$ cat src/rtl/isr_xfer_pkg.sv
package isr_xfer_pkg;
  typedef enum logic [3:0] {
    S_IDLE, S_RD_MODE, S_RD_IO, S_RD_CNT, S_RD_BUF,
    S_XF_RD, S_XF_WR, S_WB_IO, S_WB_CNT, S_WB_BUF, S_WB_MODE
  } xfer_st_e;

  localparam int MB_BUF_INC = 0;
  localparam int MB_IO_INC  = 1;
  localparam int MB_DIR     = 2;
  localparam int MB_WORD    = 3;
  localparam int MB_ST_LO   = 4;
  localparam int MB_ST_HI   = 5;

  localparam logic [1:0] END_ACTIVE = 2'b00;
  localparam logic [1:0] END_COUNT  = 2'b01;
  localparam logic [1:0] END_TERM   = 2'b10;
endpackage

$ cat src/rtl/isr_xfer_pend.sv
module isr_xfer_pend #(
  parameter int NUM_CH = 4
) (
  input  logic              clk_i,
  input  logic              rst_ni,
  input  logic [NUM_CH-1:0] en_i,
  input  logic [NUM_CH-1:0] req_i,
  input  logic [NUM_CH-1:0] term_i,
  input  logic [NUM_CH-1:0] clr_i,
  output logic [NUM_CH-1:0] pend_req_o,
  output logic [NUM_CH-1:0] pend_term_o
);
  for (genvar g = 0; g < NUM_CH; g++) begin : g_ch
    always_ff @(posedge clk_i or negedge rst_ni) begin
      if (!rst_ni) begin
        pend_req_o[g]  <= 1'b0;
        pend_term_o[g] <= 1'b0;
      end else begin
        // new arrivals win over a clear in the same cycle
        pend_req_o[g]  <= (pend_req_o[g] & ~clr_i[g]) | (req_i[g] & en_i[g]);
        pend_term_o[g] <= (pend_term_o[g] & ~clr_i[g]) | (term_i[g] & en_i[g]);
      end
    end
  end
endmodule

$ cat src/rtl/isr_xfer_arb.sv
module isr_xfer_arb #(
  parameter int NUM_CH = 4,
  localparam int CW = $clog2(NUM_CH)
) (
  input  logic [NUM_CH-1:0] pend_i,
  output logic [NUM_CH-1:0] gnt_o,
  output logic [CW-1:0]     idx_o,
  output logic              any_o
);
  always_comb begin
    gnt_o = '0;
    idx_o = '0;
    any_o = 1'b0;
    for (int i = 0; i < NUM_CH; i++) begin
      if (pend_i[i] && !any_o) begin
        gnt_o[i] = 1'b1;
        idx_o    = CW'(i);
        any_o    = 1'b1;
      end
    end
  end
endmodule

$ cat src/rtl/isr_xfer_ctrl.sv
module isr_xfer_ctrl
  import isr_xfer_pkg::*;
#(
  parameter int NUM_CH = 4,
  parameter int AW     = 16,
  parameter int DW     = 16,
  localparam int CW    = $clog2(NUM_CH)
) (
  input  logic          clk_i,
  input  logic          rst_ni,
  input  logic          start_i,
  input  logic [CW-1:0] sel_idx_i,
  input  logic [AW-1:0] sel_ptr_i,
  input  logic          sel_term_i,
  input  logic          mem_ack_i,
  input  logic [DW-1:0] mem_rdata_i,
  output logic          accept_o,
  output logic          busy_o,
  output logic          end_o,
  output logic [CW-1:0] end_idx_o,
  output logic          mem_req_o,
  output logic          mem_we_o,
  output logic          mem_word_o,
  output logic [AW-1:0] mem_addr_o,
  output logic [DW-1:0] mem_wdata_o
);
  localparam int BYTES = DW / 8;
  localparam logic [AW-1:0] OFS_IO  = AW'(BYTES);
  localparam logic [AW-1:0] OFS_CNT = AW'(2 * BYTES);
  localparam logic [AW-1:0] OFS_BUF = AW'(3 * BYTES);

  xfer_st_e      st_q;
  logic [CW-1:0] ch_q;
  logic [AW-1:0] ptr_q, io_q, buf_q;
  logic [DW-1:0] mode_q, cnt_q, data_q;
  logic          term_q;
  logic [1:0]    code_q;
  logic [AW-1:0] step;
  logic [DW-1:0] mode_out;
  logic          dir_mem2io;

  assign step       = mode_q[MB_WORD] ? AW'(BYTES) : AW'(1);
  assign dir_mem2io = mode_q[MB_DIR];
  assign busy_o     = (st_q != S_IDLE);
  assign mem_req_o  = busy_o;
  assign accept_o   = (st_q == S_IDLE) && start_i;
  assign end_o      = (st_q == S_WB_MODE) && mem_ack_i;
  assign end_idx_o  = ch_q;

  always_comb begin
    mode_out = mode_q;
    mode_out[MB_ST_HI:MB_ST_LO] = code_q;
  end

  always_comb begin
    mem_we_o    = 1'b0;
    mem_word_o  = 1'b1;
    mem_addr_o  = '0;
    mem_wdata_o = '0;
    unique case (st_q)
      S_RD_MODE: mem_addr_o = ptr_q;
      S_RD_IO:   mem_addr_o = ptr_q + OFS_IO;
      S_RD_CNT:  mem_addr_o = ptr_q + OFS_CNT;
      S_RD_BUF:  mem_addr_o = ptr_q + OFS_BUF;
      S_XF_RD: begin
        mem_addr_o = dir_mem2io ? buf_q : io_q;
        mem_word_o = mode_q[MB_WORD];
      end
      S_XF_WR: begin
        mem_addr_o  = dir_mem2io ? io_q : buf_q;
        mem_word_o  = mode_q[MB_WORD];
        mem_we_o    = 1'b1;
        mem_wdata_o = data_q;
      end
      S_WB_IO: begin
        mem_addr_o  = ptr_q + OFS_IO;
        mem_we_o    = 1'b1;
        mem_wdata_o = DW'(io_q);
      end
      S_WB_CNT: begin
        mem_addr_o  = ptr_q + OFS_CNT;
        mem_we_o    = 1'b1;
        mem_wdata_o = cnt_q;
      end
      S_WB_BUF: begin
        mem_addr_o  = ptr_q + OFS_BUF;
        mem_we_o    = 1'b1;
        mem_wdata_o = DW'(buf_q);
      end
      S_WB_MODE: begin
        mem_addr_o  = ptr_q;
        mem_we_o    = 1'b1;
        mem_wdata_o = mode_out;
      end
      default: ;
    endcase
  end

  always_ff @(posedge clk_i or negedge rst_ni) begin
    if (!rst_ni) begin
      st_q   <= S_IDLE;
      ch_q   <= '0;
      ptr_q  <= '0;
      io_q   <= '0;
      buf_q  <= '0;
      mode_q <= '0;
      cnt_q  <= '0;
      data_q <= '0;
      term_q <= 1'b0;
      code_q <= END_ACTIVE;
    end else begin
      unique case (st_q)
        S_IDLE: if (start_i) begin
          ch_q   <= sel_idx_i;
          ptr_q  <= sel_ptr_i;
          term_q <= sel_term_i;
          code_q <= END_ACTIVE;
          st_q   <= S_RD_MODE;
        end
        S_RD_MODE: if (mem_ack_i) begin
          mode_q <= mem_rdata_i;
          if (term_q) begin
            code_q <= END_TERM;
            st_q   <= S_WB_MODE;
          end else begin
            st_q <= S_RD_IO;
          end
        end
        S_RD_IO: if (mem_ack_i) begin
          io_q <= AW'(mem_rdata_i);
          st_q <= S_RD_CNT;
        end
        S_RD_CNT: if (mem_ack_i) begin
          cnt_q <= mem_rdata_i;
          if (mem_rdata_i == '0) begin
            code_q <= END_COUNT;
            st_q   <= S_WB_MODE;
          end else begin
            st_q <= S_RD_BUF;
          end
        end
        S_RD_BUF: if (mem_ack_i) begin
          buf_q <= AW'(mem_rdata_i);
          st_q  <= S_XF_RD;
        end
        S_XF_RD: if (mem_ack_i) begin
          data_q <= mode_q[MB_WORD] ? mem_rdata_i : DW'(mem_rdata_i[7:0]);
          st_q   <= S_XF_WR;
        end
        S_XF_WR: if (mem_ack_i) begin
          if (mode_q[MB_IO_INC])  io_q  <= io_q + step;
          if (mode_q[MB_BUF_INC]) buf_q <= buf_q + step;
          cnt_q <= cnt_q - DW'(1);
          st_q  <= S_WB_IO;
        end
        S_WB_IO:  if (mem_ack_i) st_q <= S_WB_CNT;
        S_WB_CNT: if (mem_ack_i) st_q <= S_WB_BUF;
        S_WB_BUF: if (mem_ack_i) begin
          if (cnt_q == '0) begin
            code_q <= END_COUNT;
            st_q   <= S_WB_MODE;
          end else begin
            st_q <= S_IDLE;
          end
        end
        S_WB_MODE: if (mem_ack_i) st_q <= S_IDLE;
        default: st_q <= S_IDLE;
      endcase
    end
  end
endmodule

$ cat src/rtl/isr_xfer_engine.sv
module isr_xfer_engine #(
  parameter int NUM_CH = 4,
  parameter int AW     = 16,
  parameter int DW     = 16
) (
  input  logic                 clk_i,
  input  logic                 rst_ni,
  input  logic [NUM_CH-1:0]    svc_en_i,
  input  logic [NUM_CH*AW-1:0] desc_ptr_i,
  input  logic [NUM_CH-1:0]    req_i,
  input  logic [NUM_CH-1:0]    term_i,
  output logic [NUM_CH-1:0]    irq_o,
  output logic                 busy_o,
  output logic                 mem_req_o,
  output logic                 mem_we_o,
  output logic                 mem_word_o,
  output logic [AW-1:0]        mem_addr_o,
  output logic [DW-1:0]        mem_wdata_o,
  input  logic [DW-1:0]        mem_rdata_i,
  input  logic                 mem_ack_i
);
  localparam int CW = $clog2(NUM_CH);

  logic [NUM_CH-1:0] pend_req, pend_term, gnt, clr, end_vec;
  logic [CW-1:0]     sel_idx, end_idx;
  logic              any_pend, accept, ctrl_busy, ctrl_end;
  logic [AW-1:0]     ptr_arr [NUM_CH];

  for (genvar g = 0; g < NUM_CH; g++) begin : g_map
    assign ptr_arr[g] = desc_ptr_i[g*AW +: AW];
    assign end_vec[g] = ctrl_end && (end_idx == CW'(g));
  end

  assign clr = gnt & {NUM_CH{accept}};

  isr_xfer_pend #(.NUM_CH(NUM_CH)) pend_i (
    .clk_i, .rst_ni,
    .en_i        (svc_en_i),
    .req_i       (req_i),
    .term_i      (term_i),
    .clr_i       (clr),
    .pend_req_o  (pend_req),
    .pend_term_o (pend_term)
  );

  isr_xfer_arb #(.NUM_CH(NUM_CH)) arb_i (
    .pend_i (pend_req | pend_term),
    .gnt_o  (gnt),
    .idx_o  (sel_idx),
    .any_o  (any_pend)
  );

  isr_xfer_ctrl #(.NUM_CH(NUM_CH), .AW(AW), .DW(DW)) ctrl_i (
    .clk_i, .rst_ni,
    .start_i     (any_pend),
    .sel_idx_i   (sel_idx),
    .sel_ptr_i   (ptr_arr[sel_idx]),
    .sel_term_i  (pend_term[sel_idx]),
    .mem_ack_i   (mem_ack_i),
    .mem_rdata_i (mem_rdata_i),
    .accept_o    (accept),
    .busy_o      (ctrl_busy),
    .end_o       (ctrl_end),
    .end_idx_o   (end_idx),
    .mem_req_o   (mem_req_o),
    .mem_we_o    (mem_we_o),
    .mem_word_o  (mem_word_o),
    .mem_addr_o  (mem_addr_o),
    .mem_wdata_o (mem_wdata_o)
  );

  always_ff @(posedge clk_i or negedge rst_ni) begin
    if (!rst_ni) irq_o <= '0;
    else         irq_o <= (req_i & ~svc_en_i) | end_vec;
  end

  assign busy_o = ctrl_busy | any_pend;
endmodule

$ cat config.mk
export PLATFORM = sky130hd
export DESIGN_NAME = isr_xfer_engine
export DESIGN_NICKNAME = d
export VERILOG_FILES = /design/src/rtl/isr_xfer_pkg.sv /design/src/rtl/isr_xfer_pend.sv /design/src/rtl/isr_xfer_arb.sv /design/src/rtl/isr_xfer_ctrl.sv /design/src/rtl/isr_xfer_engine.sv
export SDC_FILE = /design/constraint.sdc
export NUM_CORES = 1
export LEC_CHECK = 0
export ABC_AREA = 0
export BUFFER_PORTS_ARGS = -buffer_cell sky130_fd_sc_hd__buf_2
export CORE_MARGIN = 8
export CORE_UTILIZATION = 30
export CTS_BUF_LIST = sky130_fd_sc_hd__clkbuf_8
export DETAILED_ROUTE_END_ITERATION = 10
export MAX_ROUTING_LAYER = met4
export PLACE_DENSITY = 0.44
export SLEW_MARGIN = 20
export SYNTH_ARGS = -nofsm -noshare
export SYNTH_HDL_FRONTEND = slang
export SYNTH_SLANG_ARGS = --single-unit
$ cat constraint.sdc
create_clock -name clk_i -period 5.1 [get_ports clk_i]
set_input_delay 0 -clock clk_i [delete_from_list [all_inputs] [get_ports clk_i]]
set_output_delay 0 -clock clk_i [all_outputs]
set_load 0.005 [all_outputs]
# Yosys cells after proc, flatten, opt, wreduce, memory -nomap -nowiden
# Cells that the tools add are included.
# classes
add_sub_neg	6
order_cmp	2
n_eq_ne	29
n_mux	55
n_bitwise	35
n_reduce_logical	35
# ops
cell	count
$mux 16	11
$pmux 16 s2	3
$pmux 16 s6	1
$pmux 16 s5	1
$mux 4	14
$pmux 4 s11	1
$add 16x16->16	2
$add 16x3->16 const B	2
$bmux 16 s2	1
$logic_not 16->1	2
$ne 2x2->1 const B	11
$mux 2	10
$add 16x2->16 const B	1
$and 1x1->1	16
$eq 4x3->1 const B	4
$sub 16x1->16 const B	1
$eq 4x4->1 const B	3
$mux 1	11
$reduce_and 11->1	1
$ne 2x1->1 const B	5
$reduce_or 2->1	5
$logic_and 1x1->1	9
$or 1x1->1	9
$and 4x4->4	2
22 further kinds	36
# totals
reg_bits	117
wordCells	181

# Longest topological paths before layout
# logic_depth
depth_word	16
depth_mapped	10

# Cells and area by module
# Synthesis repeated with hierarchy kept, for this count alone.
# hier_totals
cells_unflattened	947
hier_area_um2	8100.3
# modules_own_cells
module	instances	cells_per_inst	area_each_um2	seq_area_each_um2
isr_xfer_ctrl	1	858	7056.8	2577.5
isr_xfer_engine	1	46	666.9	100.1
isr_xfer_pend	1	32	315.3	200.2
isr_xfer_arb	1	11	61.3	0.0

# Least setup slack after synthesis
# Ideal clock, no wire load.
# synth_timing
path_kind	register -> output
from	register ctrl_i.st_q[3]
to	output port mem_addr_o[13]
arrival_time_ns	2.589
slack_ns	2.511
stages_incl_launch_ff	10
n_path_buf	0
path_cell_list	dfrtp_1 or4bb_1 nand2_1 inv_1 fa_1 nand3b_1 nor4_1 xnor2_1 o22ai_1 or3b_1
# synth_via
elab_chain_cells	3
word_cells_on_any_way	15
cone_classes	10 x eq/ne; 1 x mux; 4 x reduce/logical
# synth_lines
element	line_no	rtl
from (decl)	isr_xfer_ctrl.sv:32	xfer_st_e st_q;
from (signal assigned)	isr_xfer_ctrl.sv:101	st_q <= S_IDLE;
from (signal assigned)	isr_xfer_ctrl.sv:118	st_q <= S_RD_MODE;
from (signal assigned)	isr_xfer_ctrl.sv:124	st_q <= S_WB_MODE;
$eq 4x1->1, or another cell as far along	isr_xfer_ctrl.sv:60	unique case (st_q)
$reduce_or 2->1 (no line)	-	
$pmux 16 s6 *	isr_xfer_ctrl.sv:60	
to (decl)	isr_xfer_engine.sv:17	output logic [AW-1:0] mem_addr_o,
# Mark *: on every way between the ends. The rest lies on a longest branch, timed or not.

# Worst setup path after layout
# layout_timing
from	register ctrl_i.st_q[0]
to	output port mem_addr_o[13]
# Same word-level chain as after synthesis.

==> impl_results.md <==
- Status: finished clean
- Nets: 1209
- CP max-delay cell: or4b_1
- Largest net degree at the start of global routing: 62
- Post-CTS setup buffers: 0
- Final setup viols: 0
- RePlAce Congestion: 0.8902
- Simple-Gate Fraction of Synth Area: between 10% and 20%
- Initial core utilization: a little under a third
- WP data required: ~5.1 ns
- Yosys cell types: ~80
- Pins Over Slew Limit: 0
- Reg-to-Reg End: ctrl_i.ptr_q[4]$_DFFE_PN0P_
- Grt total ovfl: 0
- Num rows: 60
- GRT Total Usage: approximately 20%
- Core area: 0.02680 mm2
- Compound-Gate Fraction of Synth Area: 31.65%
- CTS root buffer: clkbuf_8
- Startpoint types: register
- Post-route minimum period: approximately 3.7 ns
- Clock sink count: 115
- Hpwl dp: 23360 um
- Xor/xnor share of the synthesized area: 1.413%
- HP Class: in2reg
- Largest family of logic cells by synthesized area: compound AO/OA/AOI/OAI gates
- # resized after CTS: 0
- Setup skew after layout: 0.01730 ns
- Synth Warn #: 0
- Seq cells post-synth: 115
- RSZ-0062 raised after global routing: no
- First-pass GRT wire length: 50430 um
- Die area: 0.03268 mm2
- Clk slew on worst S/H paths: 0.07 ns
- Initial antenna violation count: 0
- Yosys top cell by area: dfrtp_1
- Mean Syn Cell Area: around 8.7 um2
- Crit. path cell count: 11
- WL final: 32200 um
- Worst slew pin tran: about 1 ns
- Antenna diodes: 0
- Die Wd: 180.8 um
- CTS tree: done
- Ratio of cells with drive above 1 in the final layout: between 20% and 30%
- Final Hold Viols: 0
- Synth top area cells: dfrtp_1, a21oi_1, nand2_1
- Final ANT Viol Nets: 0
- Area added between synthesis and finish: 26.39%
- Post-Syn Instances: 936
- Max Cap Viol: 0
- Seq/Total Area, Yosys: 35.34%
- WL/cell: 22.10 um
- Io pins: 135
- R2r setup slk: 1.69 ns
- Area of the mapped netlist: between 0.008 and 0.009 mm2
- Placed cells: around 1300
- Number of I/O port buffers: 134
- Vias in the first global route: 8443
- Max stage delay on crit path: 0.56 ns
- Syn_nets: 1041
- Synth top area share: between 30 and 40%
- Non-filler instance count after layout: around 1500
- Setup crit end: mem_addr_o[13]
- Crit path buf inv count: 3
- Post-route DRC: 0
- Max clock buf depth: 2
- Asr flop ratio synth: between 90% and 100%
- FMAX: 269.9 MHz
- Relative slew slack: between 30% and 40%
- Die height: 180.8 um
- First drt pass iteration count: 5
- Worst reg-to-reg path cell count: 7
- Critical path capture point type: output pin
- Placed inst area: 0.009064 mm2
- CP Max Fanout: 14
- Critical Path Start: ctrl_i.st_q[0]$_DFFE_PN0P_
- Leak: 4.232 nW
- CP Class: reg2out
- Most used DFF post-synth: dfrtp_1
- Final period utilization: 72.65%
- Data arrival, critical path: ~3.7 ns
- H-tree Lvls: 4
- Mux share of post-synthesis cell area: under 10%
- Synth Area in Adders: 1.813%
- DRT iter0 DRCs: 735
- VDD IR max: 0.0002111 V
- Total power: 6.035 mW
- EDFF count, synth: 0
- PwrDens: 586.3 mW/mm2
- Clk Latency, worst-skew pair: 0.45 ns
- Critical-path cell list: buf_4 > or4b_1 > nand2_1 > inv_1 > fa_1 > nand3b_1 > nor4_1 > xnor2_1 > o22ai_1 > or3b_1 > buf_2
- Via density: roughly 5.8
- Cell area after layout: slightly above 0.01 mm2
- Kind of cell adding the most delay to the critical path: simple AND/OR/NAND/NOR gates
- TNS Setup: 0 ns
- Vias: 8407
- Reg2reg start: pend_i.pend_req_o[0]$_DFF_PN0_
- Post-Route Utilization: 38.41%
- TritonCTS Buffers: 17
-- through the flow --
stage                     hold slack [ns]  setup slack, ns
after global placement             0.1706            1.876
after floorplan                   -0.2956            2.511
after detailed placement           0.1675            1.885
after CTS                        0.002208            1.384
after global routing              0.01808            1.160
final                             0.01770            1.395
-- worst register-to-register path: stages, from the launching register on --
cell,delay [ns]
dfrtp_1,0.44
or4_4,0.61
nor4_4,0.74
a22oi_1,0.19
dlygate4sd3_1,0.61
o211ai_1,0.10
dlygate4sd3_1,0.57
o21a_1,0.11
-- per-layer routing --
layer	share of wire, %	vias to the layer above	GRT usage [%]
li1	-	3954	-
met1	44	4154	25.45
met2	49	263	33.08
met3	4.4	36	2.768
met4	2.1	0	5.688
met5	0	-	-
-- cells by family (layout without fill, tap and decap cells) --
group / Yosys count / in the layout
DFF: 115 / 115
AOI/OAI and AO/OA: 361 / 361
buffers and inverters: 106 / 286
muxes: 49 / 49
adders and majority gates: 10 / 10
xor gates and xnor gates: 11 / 11
and+or+nand+nor: 284 / 284
-- worst min-delay path by stage --
stage / startpoint / endpoint / slack, ns / depth (start not counted)
global placement: rst_ni / ctrl_i.data_q[7]$_DFFE_PN0P_ / 0.17 / 1
finish: desc_ptr_i[18] / ctrl_i.ptr_q[2]$_DFFE_PN0P_ / 0.02 / 4
floorplan: rst_ni / ctrl_i.buf_q[0]$_DFFE_PN0P_ / -0.30 / 0
global route: desc_ptr_i[31] / ctrl_i.ptr_q[15]$_DFFE_PN0P_ / 0.02 / 4
detailed placement: rst_ni / ctrl_i.data_q[7]$_DFFE_PN0P_ / 0.17 / 1
CTS: desc_ptr_i[26] / ctrl_i.ptr_q[10]$_DFFE_PN0P_ / 0.002 / 4
-- state kept, by name, indices dropped and copies added (netlist names), 2 cells and up --
register	cells
ctrl_i.buf_q	16
ctrl_i.cnt_q	16
ctrl_i.code_q	2
ctrl_i.data_q	16
ctrl_i.end_idx_o	2
ctrl_i.io_q	16
ctrl_i.mode_q	14
ctrl_i.ptr_q	16
ctrl_i.st_q	4
irq_o	4
pend_i.pend_req_o	4
pend_i.pend_term_o	4
-- power breakdown --
group	switching, mW	internal (mW)	leakage (nW)
combinational	1.64	1.35	2.67
clock	0.411	0.564	0.222
sequential	0.751	1.32	1.34
-- synthesized netlist by cell type, types with 6 or more instances --
library cell  instances
a21o_1                6
a21oi_1              69
a221oi_1             22
a222oi_1             16
a22o_1               12
a22oi_1              38
a2bb2oi_1             6
a31oi_1              10
a41oi_1               6
and3_1                9
buf_1                 6
buf_2                34
clkbuf_1             37
dfrtp_1             115
ha_1                  7
inv_1                24
mux2_2               24
mux2i_1              25
nand2_1              92
nand2b_1             15
nand3_1              25
nand3b_1              6
nand4_1              13
nor2_1               60
nor2b_1               6
nor3_1               15
nor4_1               12
o211ai_1             21
o21a_1               24
o21ai_0              47
o22a_1               16
o22ai_1              19
-- layout make-up --
type | instances | area [um2]
fillers | 2770 | 16510
multi-input cells | 715 | 4851
flip-flops and latches | 115 | 2878
repair buffers | 231 | 1614
well taps | 341 | 426.7
clock buffers | 20 | 275.3
clock inverters | 11 | 158.9
inverters | 24 | 90.09
-- what timing repair did --
item                                    4_1_cts  5_1_grt
hold buffers                                 76        0
endpoints found under the hold margin       137        0
endpoints found under the setup margin        0        0
-- layout by cell type, fill, tap and decap left out, drive strengths merged, types with 6 or more instances in the layout --
cell and instances:
nand2b 15, a22o 12, a31oi 10, ha 7, buf 154, o22a 16, nand3 25, mux2i 25
a22oi 38, mux2 24, nand4 13, o21ai 48, a41oi 6, o21a 24, nand2 92, dfrtp 115
inv 25, clkbuf 21, o211ai 21, a21oi 70, a222oi 16, nor2 60, and3 9, nor3 16
xor2 6, a2bb2oi 6, a221oi 22, a21o 6, nand3b 6, dlygate4sd3 76, o22ai 19, nor4 15
nor2b 6
Power figures use the tool's default switching activity.
